<file path="config.mk">
export PLATFORM = sky130hd
export DESIGN_NAME = chan_seq
export DESIGN_NICKNAME = d
export VERILOG_FILES = /design/src/rtl/chan_seq_pkg.sv /design/src/rtl/chan_seq_timer.sv /design/src/rtl/chan_seq_bus.sv /design/src/rtl/chan_seq_ctrl.sv /design/src/rtl/chan_seq.sv
export SDC_FILE = /design/constraint.sdc
export NUM_CORES = 1
export LEC_CHECK = 0
export BUFFER_PORTS_ARGS = -buffer_cell sky130_fd_sc_hd__buf_4
export CAP_MARGIN = 20
export CORE_MARGIN = 5
export CORE_UTILIZATION = 35
export DETAILED_ROUTE_END_ITERATION = 8
export GPL_TIMING_DRIVEN = 0
export PLACE_DENSITY = 0.61
export SLEW_MARGIN = 30
export SYNTH_ARGS = -nofsm -noshare
export SYNTH_HDL_FRONTEND = slang
export SYNTH_SLANG_ARGS = --single-unit
export TNS_END_PERCENT = 1
</file>
<file path="constraint.sdc">
create_clock -name clk_i -period 6.5 [get_ports clk_i]
set_clock_uncertainty 0.05 [all_clocks]
set_input_delay 1.3 -clock clk_i [delete_from_list [all_inputs] [get_ports clk_i]]
set_output_delay 1.3 -clock clk_i [all_outputs]
set_load 0.05 [all_outputs]
</file>
<file path="src/rtl/chan_seq_pkg.sv">
package chan_seq_pkg;
  typedef enum logic [2:0] {
    ST_IDLE,
    ST_DESKEW,
    ST_GATE,
    ST_STROBE,
    ST_RETLOW,
    ST_DROP
  } seq_state_e;

  function automatic int ceil_div(input int num, input int den);
    return (num + den - 1) / den;
  endfunction
endpackage

</file>
<file path="src/rtl/chan_seq_timer.sv">
module chan_seq_timer #(
  parameter int CNT_W = 9
) (
  input  logic             clk_i,
  input  logic             rst_ni,
  input  logic             load_i,
  input  logic [CNT_W-1:0] load_val_i,
  output logic             zero_o
);
  logic [CNT_W-1:0] cnt_q;

  always_ff @(posedge clk_i or negedge rst_ni) begin
    if (!rst_ni)            cnt_q <= '0;
    else if (load_i)        cnt_q <= load_val_i;
    else if (cnt_q != '0)   cnt_q <= cnt_q - 1'b1;
  end

  assign zero_o = (cnt_q == '0);
endmodule

</file>
<file path="src/rtl/chan_seq_bus.sv">
module chan_seq_bus #(
  parameter int DEV_W  = 8,
  parameter int CMD_W  = 8,
  parameter int DATA_W = 16,
  parameter int CC_W   = 3,
  localparam int ABUS_W = DEV_W + CMD_W + 1
) (
  input  logic              clk_i,
  input  logic              rst_ni,
  input  logic              accept_i,
  input  logic              capture_i,
  input  logic              drive_i,
  input  logic [DEV_W-1:0]  req_dev_i,
  input  logic [CMD_W-1:0]  req_cmd_i,
  input  logic              req_write_i,
  input  logic [DATA_W-1:0] req_wdata_i,
  input  logic [CC_W-1:0]   cc_in_i,
  input  logic [DATA_W-1:0] dbus_i,
  output logic [ABUS_W-1:0] abus_o,
  output logic [DATA_W-1:0] dbus_o,
  output logic              dbus_oe_o,
  output logic [CC_W-1:0]   cc_o,
  output logic [DATA_W-1:0] rdata_o
);
  logic [DEV_W-1:0]  dev_q;
  logic [CMD_W-1:0]  cmd_q;
  logic              wr_q;
  logic [DATA_W-1:0] wdata_q;
  logic [CC_W-1:0]   cc_q;
  logic [DATA_W-1:0] rdata_q;

  always_ff @(posedge clk_i or negedge rst_ni) begin
    if (!rst_ni) begin
      dev_q   <= '0;
      cmd_q   <= '0;
      wr_q    <= 1'b0;
      wdata_q <= '0;
    end else if (accept_i) begin
      dev_q   <= req_dev_i;
      cmd_q   <= req_cmd_i;
      wr_q    <= req_write_i;
      wdata_q <= req_wdata_i;
    end
  end

  // result clears on accept so a timeout reports zeros
  always_ff @(posedge clk_i or negedge rst_ni) begin
    if (!rst_ni) begin
      cc_q    <= '0;
      rdata_q <= '0;
    end else if (accept_i) begin
      cc_q    <= '0;
      rdata_q <= '0;
    end else if (capture_i) begin
      cc_q    <= cc_in_i;
      rdata_q <= wr_q ? '0 : dbus_i;
    end
  end

  assign abus_o    = drive_i ? {1'b1, dev_q, cmd_q} : '0;
  assign dbus_oe_o = drive_i & wr_q;
  assign dbus_o    = (drive_i && wr_q) ? wdata_q : '0;
  assign cc_o      = cc_q;
  assign rdata_o   = rdata_q;
endmodule

</file>
<file path="src/rtl/chan_seq_ctrl.sv">
module chan_seq_ctrl
  import chan_seq_pkg::*;
#(
  parameter int DESKEW_CYC  = 20,
  parameter int TIMEOUT_CYC = 300,
  parameter int STROBE_CYC  = 4,
  parameter int CNT_W       = 9
) (
  input  logic             clk_i,
  input  logic             rst_ni,
  input  logic             req_valid_i,
  input  logic             ret_i,
  input  logic             tmr_zero_i,
  output logic             tmr_load_o,
  output logic [CNT_W-1:0] tmr_val_o,
  output logic             accept_o,
  output logic             capture_o,
  output logic             busy_o,
  output logic             agate_o,
  output logic             dstrobe_o,
  output logic             done_o
);
  localparam logic [CNT_W-1:0] DSK_LD = CNT_W'(DESKEW_CYC - 1);
  localparam logic [CNT_W-1:0] TMO_LD = CNT_W'(TIMEOUT_CYC - 1);
  localparam logic [CNT_W-1:0] STB_LD = CNT_W'(STROBE_CYC - 1);

  seq_state_e state_q, state_d;
  logic       done_q, done_d;

  always_comb begin
    state_d    = state_q;
    tmr_load_o = 1'b0;
    tmr_val_o  = '0;
    accept_o   = 1'b0;
    capture_o  = 1'b0;
    done_d     = 1'b0;
    unique case (state_q)
      ST_IDLE: if (req_valid_i) begin
        state_d    = ST_DESKEW;
        accept_o   = 1'b1;
        tmr_load_o = 1'b1;
        tmr_val_o  = DSK_LD;
      end
      ST_DESKEW: if (tmr_zero_i) begin
        state_d    = ST_GATE;
        tmr_load_o = 1'b1;
        tmr_val_o  = TMO_LD;
      end
      ST_GATE: begin
        // a return in the final window cycle wins over the timeout
        if (ret_i) begin
          state_d    = ST_STROBE;
          capture_o  = 1'b1;
          tmr_load_o = 1'b1;
          tmr_val_o  = STB_LD;
        end else if (tmr_zero_i) begin
          state_d = ST_DROP;
        end
      end
      ST_STROBE: if (tmr_zero_i) state_d = ST_RETLOW;
      ST_RETLOW: if (!ret_i) begin
        state_d = ST_IDLE;
        done_d  = 1'b1;
      end
      ST_DROP: begin
        state_d = ST_IDLE;
        done_d  = 1'b1;
      end
      default: state_d = ST_IDLE;
    endcase
  end

  always_ff @(posedge clk_i or negedge rst_ni) begin
    if (!rst_ni) begin
      state_q <= ST_IDLE;
      done_q  <= 1'b0;
    end else begin
      state_q <= state_d;
      done_q  <= done_d;
    end
  end

  assign busy_o    = (state_q != ST_IDLE);
  assign agate_o   = (state_q == ST_GATE) || (state_q == ST_STROBE);
  assign dstrobe_o = (state_q == ST_STROBE);
  assign done_o    = done_q;
endmodule

</file>
<file path="src/rtl/chan_seq.sv">
module chan_seq
  import chan_seq_pkg::*;
#(
  parameter int CLK_PERIOD_NS = 10,
  parameter int DESKEW_NS     = 200,
  parameter int TIMEOUT_NS    = 3000,
  parameter int STROBE_CYC    = 4,
  parameter int DEV_W         = 8,
  parameter int CMD_W         = 8,
  parameter int DATA_W        = 16,
  parameter int CC_W          = 3,
  localparam int ABUS_W       = DEV_W + CMD_W + 1
) (
  input  logic              clk_i,
  input  logic              rst_ni,
  input  logic              req_valid_i,
  input  logic [DEV_W-1:0]  req_dev_i,
  input  logic [CMD_W-1:0]  req_cmd_i,
  input  logic              req_write_i,
  input  logic [DATA_W-1:0] req_wdata_i,
  output logic              busy_o,
  output logic              done_o,
  output logic [CC_W-1:0]   done_cc_o,
  output logic [DATA_W-1:0] done_rdata_o,
  output logic [ABUS_W-1:0] abus_o,
  output logic [DATA_W-1:0] dbus_o,
  output logic              dbus_oe_o,
  output logic              agate_o,
  input  logic              agate_ret_i,
  input  logic [CC_W-1:0]   cc_in_i,
  input  logic [DATA_W-1:0] dbus_i,
  output logic              dstrobe_o
);
  localparam int DESKEW_CYC  = ceil_div(DESKEW_NS, CLK_PERIOD_NS);
  localparam int TIMEOUT_CYC = ceil_div(TIMEOUT_NS, CLK_PERIOD_NS);
  localparam int MAX_A       = (DESKEW_CYC > TIMEOUT_CYC) ? DESKEW_CYC : TIMEOUT_CYC;
  localparam int MAX_CYC     = (MAX_A > STROBE_CYC) ? MAX_A : STROBE_CYC;
  localparam int CNT_W       = $clog2(MAX_CYC + 1);

  logic             tmr_load, tmr_zero, accept, capture;
  logic [CNT_W-1:0] tmr_val;

  chan_seq_timer #(.CNT_W(CNT_W)) u_timer (
    .clk_i      (clk_i),
    .rst_ni     (rst_ni),
    .load_i     (tmr_load),
    .load_val_i (tmr_val),
    .zero_o     (tmr_zero)
  );

  chan_seq_ctrl #(
    .DESKEW_CYC  (DESKEW_CYC),
    .TIMEOUT_CYC (TIMEOUT_CYC),
    .STROBE_CYC  (STROBE_CYC),
    .CNT_W       (CNT_W)
  ) u_ctrl (
    .clk_i       (clk_i),
    .rst_ni      (rst_ni),
    .req_valid_i (req_valid_i),
    .ret_i       (agate_ret_i),
    .tmr_zero_i  (tmr_zero),
    .tmr_load_o  (tmr_load),
    .tmr_val_o   (tmr_val),
    .accept_o    (accept),
    .capture_o   (capture),
    .busy_o      (busy_o),
    .agate_o     (agate_o),
    .dstrobe_o   (dstrobe_o),
    .done_o      (done_o)
  );

  chan_seq_bus #(
    .DEV_W  (DEV_W),
    .CMD_W  (CMD_W),
    .DATA_W (DATA_W),
    .CC_W   (CC_W)
  ) u_bus (
    .clk_i       (clk_i),
    .rst_ni      (rst_ni),
    .accept_i    (accept),
    .capture_i   (capture),
    .drive_i     (busy_o),
    .req_dev_i   (req_dev_i),
    .req_cmd_i   (req_cmd_i),
    .req_write_i (req_write_i),
    .req_wdata_i (req_wdata_i),
    .cc_in_i     (cc_in_i),
    .dbus_i      (dbus_i),
    .abus_o      (abus_o),
    .dbus_o      (dbus_o),
    .dbus_oe_o   (dbus_oe_o),
    .cc_o        (done_cc_o),
    .rdata_o     (done_rdata_o)
  );
endmodule

</file>
==> flow_summary_export.csv <==
group,metric,value,unit
synth,yosysWarnings,0,
worst_setup_path,startpoint_type,"flip-flop",
power_and_ir_drop,p_clk_share,14.5,%
power_and_ir_drop,p_leak,2.008,nW
clocking,clock-sinks,65,
status,outcome,"completed",
synth,synth_top_flop_cell,"dfrtp_1",
clocking,hold_buffers,0,
global_route,track_usage,15.09,%
detailed_routing,viasPerCell,4.846,
worst_setup_path,crit-reg2reg-capture,"u_timer.cnt_q[5]",
synth,syn_inst,226,
synth,synth-async-reset-ratio,100.0,%
synth,synth_top_family_by_area,"simple AND/OR/NAND/NOR gates",
detailed_routing,drc,0,
die,die_width,99.85,um
detailed_routing,num_vias,2210,
min_path,holdPathStages,1,
global_route,met2_usage,24.17,%
synth,synth_fa_ha_area_share,0.4429,%
die,core_area,7807,um^2
timing,fin_crit_sh,52.79,%
global_route,grt_antenna_before_repair,0,
synth,synth.area.mux_share,13.51,%
synth,yosys.area_share.simple,15.15,%
worst_setup_path,crit_fanout,11,
global_route,met1_usage,18.17,%
timing,final_hold_viol_count,0,
timing,setup-violations-final,0,
clocking,clockBufferDepth,2,
global_route,grt_pass1_vias,2353,
synth,synth.distinct_cells,39,
worst_setup_path,cp_data_required_time,5.15,ns
layout,antenna-diode-count,0,
worst_setup_path,cp.arrival,2.08,ns
die,initial_core_util,36.19,%
synth,synth_area,2825,um^2
clocking,postCtsSetupRepairBufs,0,
global_route,grt_first_pass_wirelength,11750,um
power_and_ir_drop,cellInternalPower,1.250,mW
synth,syn_nets,283,
power_and_ir_drop,power.share.combinational,55.4,%
clocking,cts_resized,0,
synth,synth-seq-area-share,57.57,%
worst_setup_path,cp-end-kind,"output port",
timing,rsz0062_at_grt,"false",
die,die_h,99.85,um
power_and_ir_drop,power.share.switching,46.92,%
layout,fin_nets,406,
clocking,path_clk_slew,0.07,ns
worst_setup_path,critPathKind,"reg2out",
clocking,root_buffer,"clkbuf_8",
clocking,cts_tree,"yes",
placement,port_buffers,112,
die,io_pins,113,
timing,maxSlewViolCount,0,
placement,place_congestion,0.7750,
synth,synth_compound_area_share,9.212,%
min_path,min_to,"u_bus.wdata_q[11]",
worst_setup_path,r2r_start,"u_timer.cnt_q[0]",
power_and_ir_drop,vdd_drop_max,0.2414,mV
detailed_routing,wl_per_cell,15.39,um
worst_setup_path,r2r_cells,7,
layout,nFillCells,749,
timing,max_freq,291.4,MHz
detailed_routing,finalWirelength,7020,um
placement,dp_hpwl,5146,um
detailed_routing,first_iter_violations,43,
run,drv_cap,0,
worst_setup_path,regToRegSetupSlack,4.28,ns
synth,ys_ff_latch,65,
die,rows,32,
die,dieArea,9969,um^2
global_route,grt_max_degree,66,
min_path,worstHoldStart,"u_bus.wdata_q[11]",
layout,drive_gt1_share,49.15,%
timing,layout_setup_ws,3.068,ns
clocking,clock_latency,0.34,ns
timing,finalSetupTns,0,ns
clocking,cts_made_buffers,9,
power_and_ir_drop,fin_total_pwr,2.355,mW
global_route,grt_util_met3,6.671,%
layout,syn_to_final_growth,41.23,%
timing,slew_headroom,45.34,%
timing,tightest_slew,0.8199,ns
power_and_ir_drop,pwr_density_cell,590.3,nW/um^2
global_route,overflow,0,
power_and_ir_drop,seqPwrFrac,30.1,%
timing,min_period,3.432,ns
placement,post-place-ws,3.408,ns
clocking,cts_max_level,3,
detailed_routing,firstDrtPassIters,4,
power_and_ir_drop,power.switching,1.105,mW
global_route,busiest_layer,"met2",
detailed_routing,ant_nets,0,
synth,avgSynthCellArea,12.50,um^2
min_path,min_path_type,"reg2reg",
synth,synth-edff-count,0,
synth,synth_xor_area_share,1.240,%
through the flow:
| stage | util (%) | hold slack (ns) | instances | area (um^2) |
|---|---|---|---|---|
| 6_report | 51.11 | 0.4333 | 456 | 3990 |
| 5_1_grt | 51.11 | 0.4611 | 456 | 3990 |
| 4_1_cts | 51.11 | 0.4373 | 456 | 3990 |
| 3_5_place_dp | 48.59 | 0.4210 | 440 | 3794 |
| 3_3_place_gp | 48.59 | 0.4113 | 440 | 3794 |
| 2_1_floorplan | - | 0.3996 | 226 | 2825 |
Yosys cell counts, types with 3 or more instances:
library cell | n | area (um^2)
nor2_1 | 11 | 41.29
dfrtp_1 | 65 | 1627
or3_1 | 3 | 18.77
xnor2_1 | 3 | 26.28
nand2_1 | 6 | 22.52
and2_1 | 18 | 112.6
buf_2 | 5 | 25.02
and3_1 | 16 | 100.1
mux2_2 | 32 | 360.4
inv_1 | 5 | 18.77
a22o_1 | 20 | 175.2
clkbuf_1 | 8 | 30.03
power by group through the flow:
stage               combinational [mW]  clock, mW  sequential, mW
global placement                  1.31          0           0.706
global route                      1.39      0.372           0.735
finish                            1.30      0.342           0.709
CTS                               1.32      0.354           0.708
floorplan                        0.751          0           0.884
detailed placement                1.32          0           0.712
cell type report:
cell class / instances / area, um^2 / share of cell area [%]
clock buffer: 11 / 141.4 / 3.543
sequential: 65 / 1627 / 40.77
multi-input combinational: 142 / 1117 / 28.00
timing repair buffer: 112 / 840.8 / 21.07
clock inverter: 5 / 55.05 / 1.380
inverter: 5 / 18.77 / 0.4704
buffer: 14 / 62.56 / 1.568
tap: 102 / 127.6 / 3.198
metal layers:
layer / vias up / part of all wire, %
met5: - / 0
met4: 0 / 1.6
met3: 8 / 7.5
met2: 66 / 50
met1: 1082 / 41
li1: 1054 / -
registers in the layout, indices dropped and copies added (netlist names):
| register | count |
|---|---|
| u_bus.cc_o | 3 |
| u_bus.cmd_q | 8 |
| u_bus.dev_q | 8 |
| u_bus.rdata_o | 16 |
| u_bus.wdata_q | 16 |
| u_bus.wr_q | 1 |
| u_ctrl.done_o | 1 |
| u_ctrl.state_q | 3 |
| u_timer.cnt_q | 9 |
cells by family (layout without fill, tap and decap cells):
| family | count (synthesis) | in the layout |
|---|---|---|
| flops | 65 | 65 |
| fa+ha+maj | 1 | 1 |
| simple gates | 71 | 71 |
| xor+xnor | 4 | 4 |
| compound gates | 32 | 32 |
| mux | 34 | 34 |
| buf+inv | 19 | 147 |
critical path: stages (launching register included):
cell      delay [ns]
dfrtp_1         0.45
or3_1           0.39
clkbuf_1        0.22
clkbuf_1        0.27
and2_1          0.22
buf_4           0.19
cells in the final DEF, fill, tap and decap left out, types with 2 or more instances in the layout:
master and count:
a21oi_1 2, a22o_1 20, and2_1 18, and3_1 16
buf_2 5, buf_4 113, clkbuf_1 9, clkbuf_8 10
clkinv_2 2, clkinvlp_4 2, dfrtp_1 65, inv_1 5
mux2_2 32, nand2_1 6, nor2_1 11, nor2b_1 2
nor3_1 2, nor4_1 2, o21ai_0 2, o22ai_1 2
or2_2 2, or3_1 3, xnor2_1 3
how the worst max path moves through the flow:
| stage | endpoint | slack (ns) | depth (start not counted) | startpoint |
|---|---|---|---|---|
| after global placement | abus_o[7] | 3.41 | 5 | u_ctrl.state_q[1] |
| after detailed placement | dbus_o[13] | 3.41 | 5 | u_ctrl.state_q[1] |
| after global routing | abus_o[4] | 2.87 | 5 | u_ctrl.state_q[2] |
| after floorplan | abus_o[10] | 3.23 | 4 | u_ctrl.state_q[2] |
| after CTS | abus_o[10] | 3.02 | 5 | u_ctrl.state_q[1] |
| final | abus_o[10] | 3.07 | 5 | u_ctrl.state_q[1] |
Power figures use the tool's default switching activity.
